$ cat src/rtl/vit_pkg.sv
// Package: shared control-state encoding and tap-parity helper for the
// Viterbi path metric engine. Assumes taps fit in 16 bits.
package vit_pkg;

    typedef enum logic [1:0] {
        ST_IDLE   = 2'd0,
        ST_RUN    = 2'd1,
        ST_COMMIT = 2'd2
    } vit_state_e;

    // XOR-reduce a tapped shift-register word
    function automatic logic tap_parity(input logic [15:0] taps);
        return ^taps;
    endfunction

endpackage

$ cat src/rtl/vit_bmu.sv
// Branch metric unit: rebuilds the expected 2-bit encoder output for one
// branch (input bit plus source state) and counts agreements with the
// received symbol. Assumes symbol bit 1 pairs with G0 and bit 0 with G1.
module vit_bmu #(
    parameter int            SW = 5,
    parameter logic [SW:0]   G0 = 6'b101101,
    parameter logic [SW:0]   G1 = 6'b110111
) (
    input  logic [SW-1:0] src_state,
    input  logic          in_bit,
    input  logic [1:0]    sym,
    output logic [1:0]    bm
);
    import vit_pkg::*;

    localparam int CL = SW + 1;

    logic [CL-1:0] reg_word;
    logic [1:0]    expected;
    logic [1:0]    agree;

    assign reg_word = {in_bit, src_state};

    // One parity tree per generator polynomial
    for (genvar g = 0; g < 2; g++) begin : g_poly
        localparam logic [CL-1:0] POLY = (g == 0) ? G0 : G1;
        always_comb begin
            // expected output bit for this polynomial
            expected[1-g] = tap_parity(16'(reg_word & POLY));
        end
    end

    // Agreement count between expected output and received symbol
    always_comb begin
        agree = ~(expected ^ sym);
        bm    = {1'b0, agree[1]} + {1'b0, agree[0]};
    end

endmodule

$ cat src/rtl/vit_acs.sv
// Butterfly add-compare-select: given the metrics of sources {0,p} and
// {1,p}, produces metrics and decisions for destinations {p,0} and {p,1}.
// Ties favour source {0,p}. Assumes inputs below 2^(MW-1) so sums fit.
module vit_acs #(
    parameter int            SW = 5,
    parameter int            MW = 8,
    parameter logic [SW:0]   G0 = 6'b101101,
    parameter logic [SW:0]   G1 = 6'b110111
) (
    input  logic [SW-2:0] pair_id,
    input  logic [MW-1:0] pm_lo,
    input  logic [MW-1:0] pm_hi,
    input  logic [1:0]    sym,
    output logic [MW-1:0] new_pm [2],
    output logic          new_dec [2]
);
    logic [SW-1:0] src_lo;
    logic [SW-1:0] src_hi;

    assign src_lo = {1'b0, pair_id};
    assign src_hi = {1'b1, pair_id};

    // One destination per branch input bit
    for (genvar b = 0; b < 2; b++) begin : g_dst
        logic [1:0]    bm_lo;
        logic [1:0]    bm_hi;
        logic [MW-1:0] cand_lo;
        logic [MW-1:0] cand_hi;

        vit_bmu #(.SW(SW), .G0(G0), .G1(G1)) u_bmu_lo (
            .src_state (src_lo),
            .in_bit    (1'(b)),
            .sym       (sym),
            .bm        (bm_lo)
        );

        vit_bmu #(.SW(SW), .G0(G0), .G1(G1)) u_bmu_hi (
            .src_state (src_hi),
            .in_bit    (1'(b)),
            .sym       (sym),
            .bm        (bm_hi)
        );

        // Add both candidates, keep the larger, ties to the low source
        always_comb begin
            cand_lo    = pm_lo + {{(MW-2){1'b0}}, bm_lo};
            cand_hi    = pm_hi + {{(MW-2){1'b0}}, bm_hi};
            new_dec[b] = (cand_hi > cand_lo);
            new_pm[b]  = new_dec[b] ? cand_hi : cand_lo;
        end
    end

endmodule

$ cat src/rtl/vit_ctrl.sv
// Step sequencer: accepts a symbol when idle, walks NB butterflies one per
// clock, then spends one cycle publishing and pulses done.
module vit_ctrl #(
    parameter int NB = 16,
    localparam int IW = (NB > 1) ? $clog2(NB) : 1
) (
    input  logic          clk,
    input  logic          rst_n,
    input  logic          sym_valid,
    output logic          sym_ready,
    output logic          accept,
    output logic          bfly_en,
    output logic [IW-1:0] bfly_idx,
    output logic          commit,
    output logic          done
);
    import vit_pkg::*;

    vit_state_e state_q;
    logic [IW-1:0] idx_q;
    logic          done_q;

    assign sym_ready = (state_q == ST_IDLE);
    assign accept    = sym_ready && sym_valid;
    assign bfly_en   = (state_q == ST_RUN);
    assign commit    = (state_q == ST_COMMIT);
    assign bfly_idx  = idx_q;
    assign done      = done_q;

    // State, butterfly counter and done pulse
    always_ff @(posedge clk) begin
        if (!rst_n) begin
            state_q <= ST_IDLE;
            idx_q   <= '0;
            done_q  <= 1'b0;
        end else begin
            done_q <= 1'b0;
            unique case (state_q)
                ST_IDLE: begin
                    if (sym_valid) begin
                        state_q <= ST_RUN;
                        idx_q   <= '0;
                    end
                end
                ST_RUN: begin
                    if (idx_q == IW'(NB - 1)) begin
                        state_q <= ST_COMMIT;
                    end
                    idx_q <= idx_q + 1'b1;
                end
                ST_COMMIT: begin
                    state_q <= ST_IDLE;
                    done_q  <= 1'b1;
                end
                default: state_q <= ST_IDLE;
            endcase
        end
    end

endmodule

$ cat src/rtl/vit_metric_bank.sv
// Double-buffered metric store. Butterflies read the published bank and
// write a staging bank; commit copies staging to published, halving all
// entries if any staging entry has its top bit set. Decisions are staged
// and published alongside.
module vit_metric_bank #(
    parameter int SW        = 5,
    parameter int MW        = 8,
    parameter int INIT_BIAS = 64,
    localparam int NS = 1 << SW,
    localparam int IW = SW - 1
) (
    input  logic           clk,
    input  logic           rst_n,
    input  logic [IW-1:0]  idx,
    output logic [MW-1:0]  rd_lo,
    output logic [MW-1:0]  rd_hi,
    input  logic           wr_en,
    input  logic [MW-1:0]  wr_pm [2],
    input  logic           wr_dec [2],
    input  logic           commit,
    output logic [NS*MW-1:0] pm_flat,
    output logic [NS-1:0]  dec_flat
);
    logic [MW-1:0] pub_q [NS];
    logic [MW-1:0] stg_q [NS];
    logic [NS-1:0] dec_stg_q;
    logic [NS-1:0] dec_pub_q;
    logic          any_top;

    // Read the two sources {0,idx} and {1,idx} from the published bank
    assign rd_lo = pub_q[{1'b0, idx}];
    assign rd_hi = pub_q[{1'b1, idx}];

    // Detect a staging metric that reached the top bit
    always_comb begin
        any_top = 1'b0;
        for (int i = 0; i < NS; i++) begin
            any_top = any_top | stg_q[i][MW-1];
        end
    end

    // Staging writes for destinations {idx,0} and {idx,1}
    always_ff @(posedge clk) begin
        if (!rst_n) begin
            for (int i = 0; i < NS; i++) begin
                stg_q[i] <= '0;
            end
            dec_stg_q <= '0;
        end else if (wr_en) begin
            for (int b = 0; b < 2; b++) begin
                stg_q[{idx, 1'(b)}]     <= wr_pm[b];
                dec_stg_q[{idx, 1'(b)}] <= wr_dec[b];
            end
        end
    end

    // Publish staging bank, rescaled when needed
    always_ff @(posedge clk) begin
        if (!rst_n) begin
            for (int i = 0; i < NS; i++) begin
                pub_q[i] <= (i == 0) ? MW'(INIT_BIAS) : '0;
            end
            dec_pub_q <= '0;
        end else if (commit) begin
            for (int i = 0; i < NS; i++) begin
                pub_q[i] <= any_top ? (stg_q[i] >> 1) : stg_q[i];
            end
            dec_pub_q <= dec_stg_q;
        end
    end

    // Flatten published state for the ports
    for (genvar k = 0; k < NS; k++) begin : g_flat
        assign pm_flat[k*MW +: MW] = pub_q[k];
    end
    assign dec_flat = dec_pub_q;

endmodule

$ cat src/rtl/vit_pm_engine.sv
// Top: one trellis step of a rate-1/2, 2^SW-state hard-decision Viterbi
// decoder per accepted symbol. One butterfly per clock; done pulses once
// the new metrics and decisions are published. Assumes INIT_BIAS < 2^(MW-1).
module vit_pm_engine #(
    parameter int            SW        = 5,
    parameter int            MW        = 8,
    parameter logic [SW:0]   G0        = 6'b101101,
    parameter logic [SW:0]   G1        = 6'b110111,
    parameter int            INIT_BIAS = 64,
    localparam int NS = 1 << SW,
    localparam int NB = NS / 2
) (
    input  logic             clk,
    input  logic             rst_n,
    input  logic             sym_valid,
    input  logic [1:0]       sym_data,
    output logic             sym_ready,
    output logic             done,
    output logic [NS*MW-1:0] pm_out,
    output logic [NS-1:0]    dec_out
);
    localparam int IW = SW - 1;

    logic          accept;
    logic          bfly_en;
    logic [IW-1:0] bfly_idx;
    logic          commit;
    logic [1:0]    sym_q;
    logic [MW-1:0] rd_lo;
    logic [MW-1:0] rd_hi;
    logic [MW-1:0] acs_pm [2];
    logic          acs_dec [2];

    // Hold the accepted symbol for the whole step
    always_ff @(posedge clk) begin
        if (!rst_n) begin
            sym_q <= '0;
        end else if (accept) begin
            sym_q <= sym_data;
        end
    end

    vit_ctrl #(.NB(NB)) u_ctrl (
        .clk       (clk),
        .rst_n     (rst_n),
        .sym_valid (sym_valid),
        .sym_ready (sym_ready),
        .accept    (accept),
        .bfly_en   (bfly_en),
        .bfly_idx  (bfly_idx),
        .commit    (commit),
        .done      (done)
    );

    vit_acs #(.SW(SW), .MW(MW), .G0(G0), .G1(G1)) u_acs (
        .pair_id (bfly_idx),
        .pm_lo   (rd_lo),
        .pm_hi   (rd_hi),
        .sym     (sym_q),
        .new_pm  (acs_pm),
        .new_dec (acs_dec)
    );

    vit_metric_bank #(.SW(SW), .MW(MW), .INIT_BIAS(INIT_BIAS)) u_bank (
        .clk      (clk),
        .rst_n    (rst_n),
        .idx      (bfly_idx),
        .rd_lo    (rd_lo),
        .rd_hi    (rd_hi),
        .wr_en    (bfly_en),
        .wr_pm    (acs_pm),
        .wr_dec   (acs_dec),
        .commit   (commit),
        .pm_flat  (pm_out),
        .dec_flat (dec_out)
    );

endmodule

$ cat config.mk
export PLATFORM = sky130hd
export DESIGN_NAME = vit_pm_engine
export DESIGN_NICKNAME = d
export VERILOG_FILES = /design/src/rtl/vit_pkg.sv /design/src/rtl/vit_bmu.sv /design/src/rtl/vit_acs.sv /design/src/rtl/vit_ctrl.sv /design/src/rtl/vit_metric_bank.sv /design/src/rtl/vit_pm_engine.sv
export SDC_FILE = /design/constraint.sdc
export NUM_CORES = 1
export LEC_CHECK = 0
export BUFFER_PORTS_ARGS = -buffer_cell sky130_fd_sc_hd__clkbuf_2
export CAP_MARGIN = 20
export CELL_PAD_IN_SITES_DETAIL_PLACEMENT = 0
export CELL_PAD_IN_SITES_GLOBAL_PLACEMENT = 2
export CORE_MARGIN = 3
export CORE_UTILIZATION = 45
export DETAILED_ROUTE_END_ITERATION = 16
export PLACE_DENSITY_LB_ADDON = 0.1
export SKIP_LAST_GASP = 1
export SLEW_MARGIN = 40
export SYNTH_ARGS = -nofsm -noshare
export SYNTH_HDL_FRONTEND = slang
export SYNTH_HIERARCHICAL = 1
export SYNTH_SLANG_ARGS = --single-unit
$ cat constraint.sdc
create_clock -name clk -period 25 [get_ports clk]
set_clock_uncertainty 0.1 [all_clocks]
set_input_delay 1.25 -clock clk [delete_from_list [all_inputs] [get_ports clk]]
set_output_delay 1.25 -clock clk [all_outputs]
set_load 0.05 [all_outputs]
[Word-level counts from Yosys, hierarchy flattened]
Memories as Yosys holds them, arrays and structs flattened. A register that Yosys moved wholly into a read port is not among the register bits.
Index checks and enable logic that the tools add are counted.
Storage, ports and cells
  memories kept: 2
  logic and storage cells: 207
  memory bits (writable): 512
  bits in registers: 73
  bits of input ports: 5
Operators by class
  reduce and logical (&&, ||, !) cells: 14
  bitwise logic cells: 71
  add/sub/neg operators: 9
  equal/unequal tests: 5
  multiplexer cells: 94
  magnitude comparators: 6
Memories
  u_bank.pub_q: words 32, bits a word 8, rd ports 34, clocked after Yosys merged registers in 2, wr ports 32, RTL line vit_metric_bank.sv:24  | logic [MW-1:0] pub_q [NS];
  u_bank.stg_q: words 32, bits a word 8, rd ports 32, clocked after Yosys merged registers in 0, wr ports 32, RTL line vit_metric_bank.sv:25  | logic [MW-1:0] stg_q [NS];
Operator list (count)
  8-bit two-way mux: 68
  16-bit XOR reduction: 5
  32-bit bitwise mux: 2
  1-bit OR: 63
  8-bit by 2-bit adder with 8-bit output: 4
  5-bit two-way mux: 6
  8-bit greater-than comparator: 2
  8-bit OR reduction: 2
  5-bit by 6-bit < comparator with 1-bit output (second input constant): 2
  1-bit two-way mux: 11
  5-bit by 1-bit >= comparator with 1-bit output (second input constant): 2
  1-bit by 1-bit adder with 2-bit output: 4
  1-bit demux with 4-bit select: 2
  2-bit NOT: 4
  4-bit one-hot mux with 2 select lines: 1
  2-bit XOR: 4
  4-bit by 1-bit adder with 4-bit output (second input constant): 1
  4-bit == test (second input constant): 1
  2-bit two-way mux: 2
  4-bit two-way mux: 1
  2-bit one-hot mux with 2 select lines: 1
  2-bit AND reduction: 2
  1-bit logical AND: 3
  2-bit by 1-bit == test with 1-bit output (second input constant): 1
  other kinds (5): 5

[Depth between registers and ports, before layout]
Gate-level depths: netlist (run 1).
An unclocked memory read counts as a cell.
  word-level depth: 34
  depth in mapped cells: 22
  mapped depth without buffers: 16

[Modules after synthesis]
Netlist (run 1), hierarchy kept.
Modules (own cells, without submodules)
  vit_metric_bank: instances 1, cells an instance 1727, seq. area each 16656.0 µm², area each 25017.7 µm²
  vit_acs: instances 1, cells an instance 153, seq. area each 0.0 µm², area each 1199.9 µm²
  vit_bmu: instances 4, cells an instance 6, seq. area each 0.0 µm², area each 83.8 µm²
  vit_ctrl: instances 1, cells an instance 32, seq. area each 140.1 µm², area each 299.0 µm²
  vit_pm_engine: instances 1, cells an instance 6, seq. area each 40.0 µm², area each 72.6 µm²

[Worst setup path before layout (run 1)]
No wires, ideal clock.
  kind: input port to flip-flop
  start point: input port rst_n
  end point: memory u_bank.pub_q[0][0] (enable)
  stages: 3
  arrival time: 7.368 ns
  library setup time: 0.664 ns
  path buffers: 2
  setup slack: 16.868 ns
  required time: 24.236 ns
  path through: buf_2 buf_2 nand2b_1
RTL lines
  start: declaration: RTL line vit_pm_engine.sv:14  | input logic rst_n,
  end: declaration: RTL line vit_metric_bank.sv:24

==> flow_metrics.py, run 1 <==
metrics = {
    "synth": {
        "synthArstFlopShare_pct": 0,
        "syn_area_per_cell_sq_um": 13.86,
        "synth-edff-count": 512,
        "yosysWarnings": 6,
        "synth_cell_type_count": 55,
        "ys.flop_type": "edfxtp_1",
        "seq_area_frac_synth_pct": 62.53,
        "synth_commonest_cells": "edfxtp_1, nand2_1, and2_1",
        "synth_largest_area_cell": "edfxtp_1",
        "syn_area_sq_mm": 0.02692,
        "synth_cells": 1942,
        "ys_seq_elements": 585,
        "synth_area_leaders": "edfxtp_1, mux2i_1, and2_1, dfxtp_1, mux4_2",
        "synth_most_common_cell": "edfxtp_1",
        "synth.top_cell.area_share_pct": 57.10,
    },
    "clock_tree": {
        "cts_root_buf": "clkbuf_16",
        "cts_buffer_depth": 3,
        "cts_buffers": 61,
        "cts_num_sinks": 585,
        "h-tree-depth": 2,
        "clk_pin_slew_ns": 0.06,
        "cts_tree": "yes",
        "holdBufCountCts": 0,
        "clock_latency_ns": 0.63,
        "cts_resized": 0,
        "postCtsSetupBuffers": 0,
    },
    "setup_path": {
        "worstSetupPathType": "reg -> reg",
        "critPathMaxFanout": 33,
        "r2r-end": "u_bank/stg_q[3][5]",
        "cp.required_ns": 25.38,
        "r2r_start": "u_ctrl/bfly_idx[0]",
        "ff2ff_setup_slack_ns": 18.22,
        "critPathCaptureType": "flop",
        "crit_arrival_ns": 7.17,
        "worstRegToRegCells": 18,
        "startpoint_type": "flop",
    },
    "hold_path": {
        "holdCritStartpoint": "u_bank/dec_stg_q[8]",
        "worstHoldEndpoint": "u_bank/dec_stg_q[8]",
        "hold_class": "reg -> reg",
        "hold_depth": 1,
    },
    "final_layout": {
        "fin_cells": 3062,
        "antenna_cells": 0,
        "area.growth.synth_to_final_pct": 16.79,
        "drive_gt1_share_pct": 23.50,
        "final_core_utilization_pct": 53.18,
        "nNetsFinal": 2276,
    },
    "placed_design": {
        "gp_congestion": 0.8878,
        "detailedPlacementHpwl_um": 54710,
        "io_buffer_count": 294,
        "placedCellCount": 2947,
    },
    "route": {
        "drt-initial-drc-count": 1354,
        "dr.pass1.iters": 5,
        "drtAntennaViolNets": 0,
        "vias": 16650,
        "wl_per_cell_um": 25.26,
        "detail_route.wirelength_um": 77340,
        "vias_per_cell": 5.438,
        "drc": 0,
    },
    "floorplan": {
        "ios": 295,
        "die_area_sq_mm": 0.06280,
        "initial_utilization_pct": 45.53,
        "die_y_um": 250.6,
        "die_w_um": 250.6,
        "core_sq_mm": 0.05913,
        "placementRows": 89,
    },
    "pwr": {
        "finalPower_mw": 2.404,
        "power_per_cell_area_mw_per_mm2": 76.45,
        "vdd_drop_max_uv": 57.93,
        "leakagePower_nw": 11.61,
    },
    "global_route": {
        "track_usage_pct": 24.32,
        "grt_max_degree": 85,
        "grt_pass1_wl_um": 112000,
        "grt_pass1_vias": 16770,
        "antenna_found_initial": 7,
        "grt_overflow": 0,
    },
    "status": {
        "status": "finished clean",
    },
    "sta": {
        "rsz0062_at_grt": "no",
        "finalCriticalPeriod_ns": 6.784,
        "finalSetupViolCount": 0,
        "maxSlewViolCount": 0,
        "fmax_ghz": 0.1474,
        "worstMarginPinSlew_ns": 0.9024,
        "fin_crit_sh_pct": 27.13,
        "fin_tns_setup_ns": 0,
        "final-hold-violation-count": 0,
        "relSlewSlack_pct": 39.77,
    },
    "run": {
        "max_cap_viol_count": 0,
    },
}
## per-stage QoR
step | hold WS, ns | setup WS (ns) | instance area [sq um]
floorplan | 0.3489 | 16.87 | 27060
detailed placement | 0.3659 | 18.04 | 29350
finish | 0.3865 | 18.22 | 31440
CTS | 0.3848 | 17.96 | 31400
global placement | 0.3664 | 17.63 | 29110
global route | 0.4112 | 17.83 | 31440
## sequential cells by signal, summed over array words and instances (netlist names)
register	cells
u_bank/pub_q	256
u_bank/stg_q	256
u_bank/dec_flat	32
u_bank/dec_stg_q	32
u_ctrl/bfly_idx	4
sym_q	2
u_ctrl/state_q	2
u_ctrl/done	1
## worst max-delay path, cell delays in order (launching register included)
cell and delay, ns:
dfxtp_4 0.60, buf_4 0.49, buf_4 0.62, mux4_2 0.61
a22oi_1 0.45, nand2_1 0.33, ha_1 0.37, a21o_1 0.15
nand2_1 0.13, nor2_1 0.08, xnor2_1 0.24, ha_1 0.30
a211oi_1 0.25, nor2_1 0.11, o31ai_4 0.48, buf_6 0.22
mux2i_2 0.61, buf_4 0.29, and2_1 0.14
## logic make-up (layout without fill, tap and decap cells)
logic type                 after synthesis  in the layout  synth area share (%)
and+or+nand+nor                        662            662                 12.77
other                                    3             40               0.04182
adders and majority gates               33             33                 1.645
DFF                                    585            585                 62.53
muxes                                  307            307                 14.42
xor gates and xnor gates                44             44                 1.840
AOI/OAI and AO/OA                      134            134                 3.550
buffers and inverters                  174            484                 3.197
## worst max path at each step
stage | from | end | slack (ns) | cells past startpoint
6_report | u_ctrl/bfly_idx[0] | u_bank/stg_q[3][5] | 18.22 | 18
5_1_grt | u_ctrl/bfly_idx[0] | u_bank/stg_q[5][5] | 17.83 | 18
4_1_cts | u_ctrl/bfly_idx[0] | u_bank/stg_q[1][2] | 17.96 | 17
3_5_place_dp | u_ctrl/bfly_idx[0] | u_bank/stg_q[9][2] | 18.04 | 17
3_3_place_gp | u_ctrl/bfly_idx[0] | u_bank/stg_q[12][3] | 17.63 | 16
2_1_floorplan | rst_n | u_bank/pub_q[0][0] | 16.87 | 3
## final cells by class
class | count | area, sq um
fill | 4996 | 27690
sequential | 585 | 16840
multi-input combinational | 1220 | 9568
clock buffer | 93 | 1863
timing repair buffer | 328 | 1853
tap | 773 | 967.2
clock inverter | 21 | 190.2
inverter | 42 | 157.7
## cells in the final DEF, fill, tap and decap left out, types with 7 or more instances in the layout
cell type  instances
edfxtp_1         512
clkbuf_2         293
nand2_1          287
and2_1           259
mux2i_1          227
dfxtp_1           70
clkbuf_16         66
mux4_2            64
inv_1             41
conb_1            40
nor2b_1           37
a22oi_1           33
a22o_1            32
ha_1              29
o21ai_1           24
xnor2_1           22
buf_4             19
clkbuf_1          16
o21a_1            16
nor2_1            15
xor2_1            14
clkbuf_8          11
clkinv_2          11
nor2_4            11
nand4_1           10
buf_6              9
o21ai_0            9
mux2i_4            8
xnor3_1            8
nand3_1            7
nor4_1             7
## where the power goes
group	internal (mW)	total (mW)	switching (mW)
clock network	0.543	0.921	0.378
registers	1.10	1.12	0.0234
logic	0.0999	0.359	0.260
## metal layers
| metal | wire length [um] | GRT usage (%) | vias to the layer above | share of wire [%] |
|---|---|---|---|---|
| met3 | 5479 | 4.205 | 118 | 7.1 |
| met5 | 0 | 0 | - | 0 |
| met4 | 2067 | 7.385 | 0 | 2.7 |
| met1 | 33300 | 34.08 | 8372 | 43 |
| met2 | 36490 | 39.09 | 580 | 47 |
| li1 | - | - | 7580 | - |
No activity file was read; power rests on OpenSTA's default activity.
==> run 2, diff against run 1 <==
--- a/config.mk
+++ b/config.mk
@@ -10,7 +10,7 @@
 export CELL_PAD_IN_SITES_DETAIL_PLACEMENT = 0
 export CELL_PAD_IN_SITES_GLOBAL_PLACEMENT = 2
 export CORE_MARGIN = 3
-export CORE_UTILIZATION = 45
+export CORE_UTILIZATION = 42
 export DETAILED_ROUTE_END_ITERATION = 16
 export PLACE_DENSITY_LB_ADDON = 0.1
 export SKIP_LAST_GASP = 1
==> constraint.sdc (replaced) <==
create_clock -name clk -period 7.1 [get_ports clk]
set_clock_uncertainty 0.1 [all_clocks]
set_input_delay 0.355 -clock clk [delete_from_list [all_inputs] [get_ports clk]]
set_output_delay 0.355 -clock clk [all_outputs]
set_load 0.05 [all_outputs]
==> flow_metrics.py, run 2 (synthesized netlist as in run 1, its figures left out) <==
metrics = {
    "setup_path": {
        "cpMostUsedCell": "buf_4",
        "cp.required_ns": 7.45,
        "crit_slowest_cell": "mux2i_2",
        "critPathMaxFanout": 23,
        "r2r_start": "u_ctrl/bfly_idx[0]",
        "crit_arrival_ns": 6.14,
        "worstSetupPathType": "reg -> reg",
        "critPathCaptureType": "flop",
        "cpPeakStageDelay_ns": 0.69,
        "r2r-end": "u_bank/stg_q[14][1]",
        "worstRegToRegCells": 18,
        "crit_chain": "buf_12 -> buf_4 -> mux4_2 -> a22oi_1 -> nand2_1 -> ha_1 -> a21o_1 -> nand4_1 -> xor2_1 -> inv_1 -> ha_1 -> a211oi_1 -> nor2_1 -> o31ai_2 -> buf_4 -> mux2i_2 -> buf_4 -> and2_1",
        "startpoint_type": "flop",
        "ff2ff_setup_slack_ns": 1.32,
    },
    "final_layout": {
        "mostFrequentLayoutCells": "edfxtp_1, clkbuf_2, nand2_1",
        "nNetsFinal": 2300,
        "finish.instance_area_sq_mm": 0.03163,
        "reg_top3": "u_bank/pub_q (256), u_bank/stg_q (256)",
        "final.fill_count": 5601,
        "area.growth.synth_to_final_pct": 17.48,
        "layout_commonest_cell": "edfxtp_1",
        "drive_gt1_share_pct": 23.24,
    },
    "clock_tree": {
        "clk_pin_slew_ns": 0.06,
        "cts_root_buf": "clkbuf_16",
        "cts_tree": "yes",
        "cts_resized": 0,
        "postCtsSetupBuffers": 0,
        "cts_buffers": 68,
        "holdBufCountCts": 2,
        "h-tree-depth": 3,
        "cts_num_sinks": 585,
        "clock_latency_ns": 0.60,
        "cts_buffer_depth": 3,
    },
    "floorplan": {
        "ios": 295,
        "placementRows": 92,
        "die_w_um": 259.2,
        "die_y_um": 259.2,
        "core_sq_mm": 0.06320,
        "initial_utilization_pct": 42.61,
        "die_area_sq_mm": 0.06718,
    },
    "sta": {
        "finalCriticalPeriod_ns": 5.784,
        "worstMarginPinSlew_ns": 0.8552,
        "maxSlewViolCount": 0,
        "fmax_ghz": 0.1729,
        "rsz0062_at_grt": "no",
        "worst_slack_ns": 1.316,
        "final-hold-violation-count": 0,
        "fin_tns_setup_ns": 0,
        "relSlewSlack_pct": 42.92,
        "fin_crit_sh_pct": 81.46,
        "finalSetupViolCount": 0,
    },
    "route": {
        "drc": 0,
        "drt-initial-drc-count": 1710,
        "dr.pass1.iters": 5,
        "vias": 16958,
        "detail_route.wirelength_um": 83550,
        "drtAntennaViolNets": 0,
        "vias_per_cell": 5.363,
        "wl_per_cell_um": 26.42,
    },
    "global_route": {
        "track_usage_pct": 24.47,
        "grt_pass1_vias": 16711,
        "grt_max_degree": 122,
        "grt_pass1_wl_um": 118900,
        "antenna_found_initial": 8,
        "grt_overflow": 0,
    },
    "placed_design": {
        "detailedPlacementHpwl_um": 58460,
        "post_dp_cell_area_sq_mm": 0.02941,
        "gp_congestion": 0.9216,
        "pre_cts_slack_ns": 1.138,
        "io_buffer_count": 294,
    },
    "pwr": {
        "power_per_cell_area_mw_per_mm2": 272.1,
        "vdd_drop_max_uv": 170.0,
        "leakagePower_nw": 11.73,
    },
    "status": {
        "status": "finished clean",
    },
    "hold_path": {
        "hold_class": "in -> reg",
        "holdCritStartpoint": "rst_n",
        "hold_depth": 2,
        "worstHoldEndpoint": "sym_q[1]",
    },
    "run": {
        "max_cap_viol_count": 0,
    },
}
==> run 2: cell types whose count changed in the layout (fill, tap and decap cells not counted), moves of 5 or more <==
cell       delta
buf_4        +22
clkinv_1      +9
mux2i_1       +9
buf_6         -8
mux2i_4       -8
clkbuf_8      -7
clkbuf_16     +6
buf_12        +5
clkbuf_1      +5
==> run 2: cell type report <==
class | instances | area [sq um] | share of cell area [%]
Timing Repair Buffer | 345 | 1988 | 6.285
Clock buffer | 97 | 1936 | 6.119
Multi-Input combinational cell | 1220 | 9447 | 29.86
Clock inverter | 26 | 198.9 | 0.6289
Antenna cell | 1 | 2.502 | 0.007911
Tap cell | 846 | 1059 | 3.346
Sequential cell | 585 | 16840 | 53.25
Inverter | 42 | 157.7 | 0.4984
==> run 2: worst max path at each step <==
stage / startpoint / endpoint / slack, ns / depth (start not counted)
6_report: u_ctrl/bfly_idx[0] / u_bank/stg_q[14][1] / 1.32 / 18
3_3_place_gp: u_ctrl/bfly_idx[0] / u_bank/stg_q[15][1] / 0.88 / 18
5_1_grt: u_ctrl/bfly_idx[0] / u_bank/stg_q[9][1] / 0.93 / 18
2_1_floorplan: u_ctrl/state_q[0] / u_bank/pub_q[0][0] / 2.21 / 4
3_5_place_dp: u_ctrl/bfly_idx[0] / u_bank/stg_q[14][1] / 1.14 / 17
4_1_cts: u_ctrl/bfly_idx[0] / u_bank/stg_q[14][1] / 1.09 / 17
==> run 2: metrics by stage <==
step / utilization [%] / hold slack, ns / std cells / power [mW]
floorplan: - / 0.3489 / 1979 / 4.746
global placement: 46.33 / 0.3631 / 3030 / 5.306
detailed placement: 46.53 / 0.3700 / 3034 / 5.316
CTS: 49.94 / 0.1839 / 3159 / 8.694
global route: 50.05 / 0.2227 / 3161 / 8.899
finish: 50.05 / 0.1997 / 3162 / 8.606
==> run 2: power by group <==
group          total [mW]  internal (mW)  switching (mW)
logic                1.28          0.333           0.948
registers            3.96           3.87          0.0892
clock network        3.36           1.98            1.38
==> run 2: worst max-delay path, delay by kind of cell (launching register included) <==
| family | cells | cell delay (ns) |
|---|---|---|
| xor gates and xnor gates | 1 | 0.40 |
| buffers and inverters | 5 | 1.32 |
| and+or+nand+nor | 4 | 0.50 |
| DFF | 1 | 0.55 |
| AOI/OAI and AO/OA | 4 | 0.83 |
| muxes | 2 | 1.25 |
| adders and majority gates | 2 | 0.64 |
==> run 2: metal layers <==
| layer | share of wire, % | track usage [%] | up-vias |
|---|---|---|---|
| li1 | - | - | 7628 |
| met4 | 1.7 | 5.746 | 0 |
| met2 | 46 | 38.51 | 620 |
| met1 | 46 | 36.36 | 8628 |
| met5 | 0 | 0 | - |
| met3 | 5.8 | 3.044 | 82 |
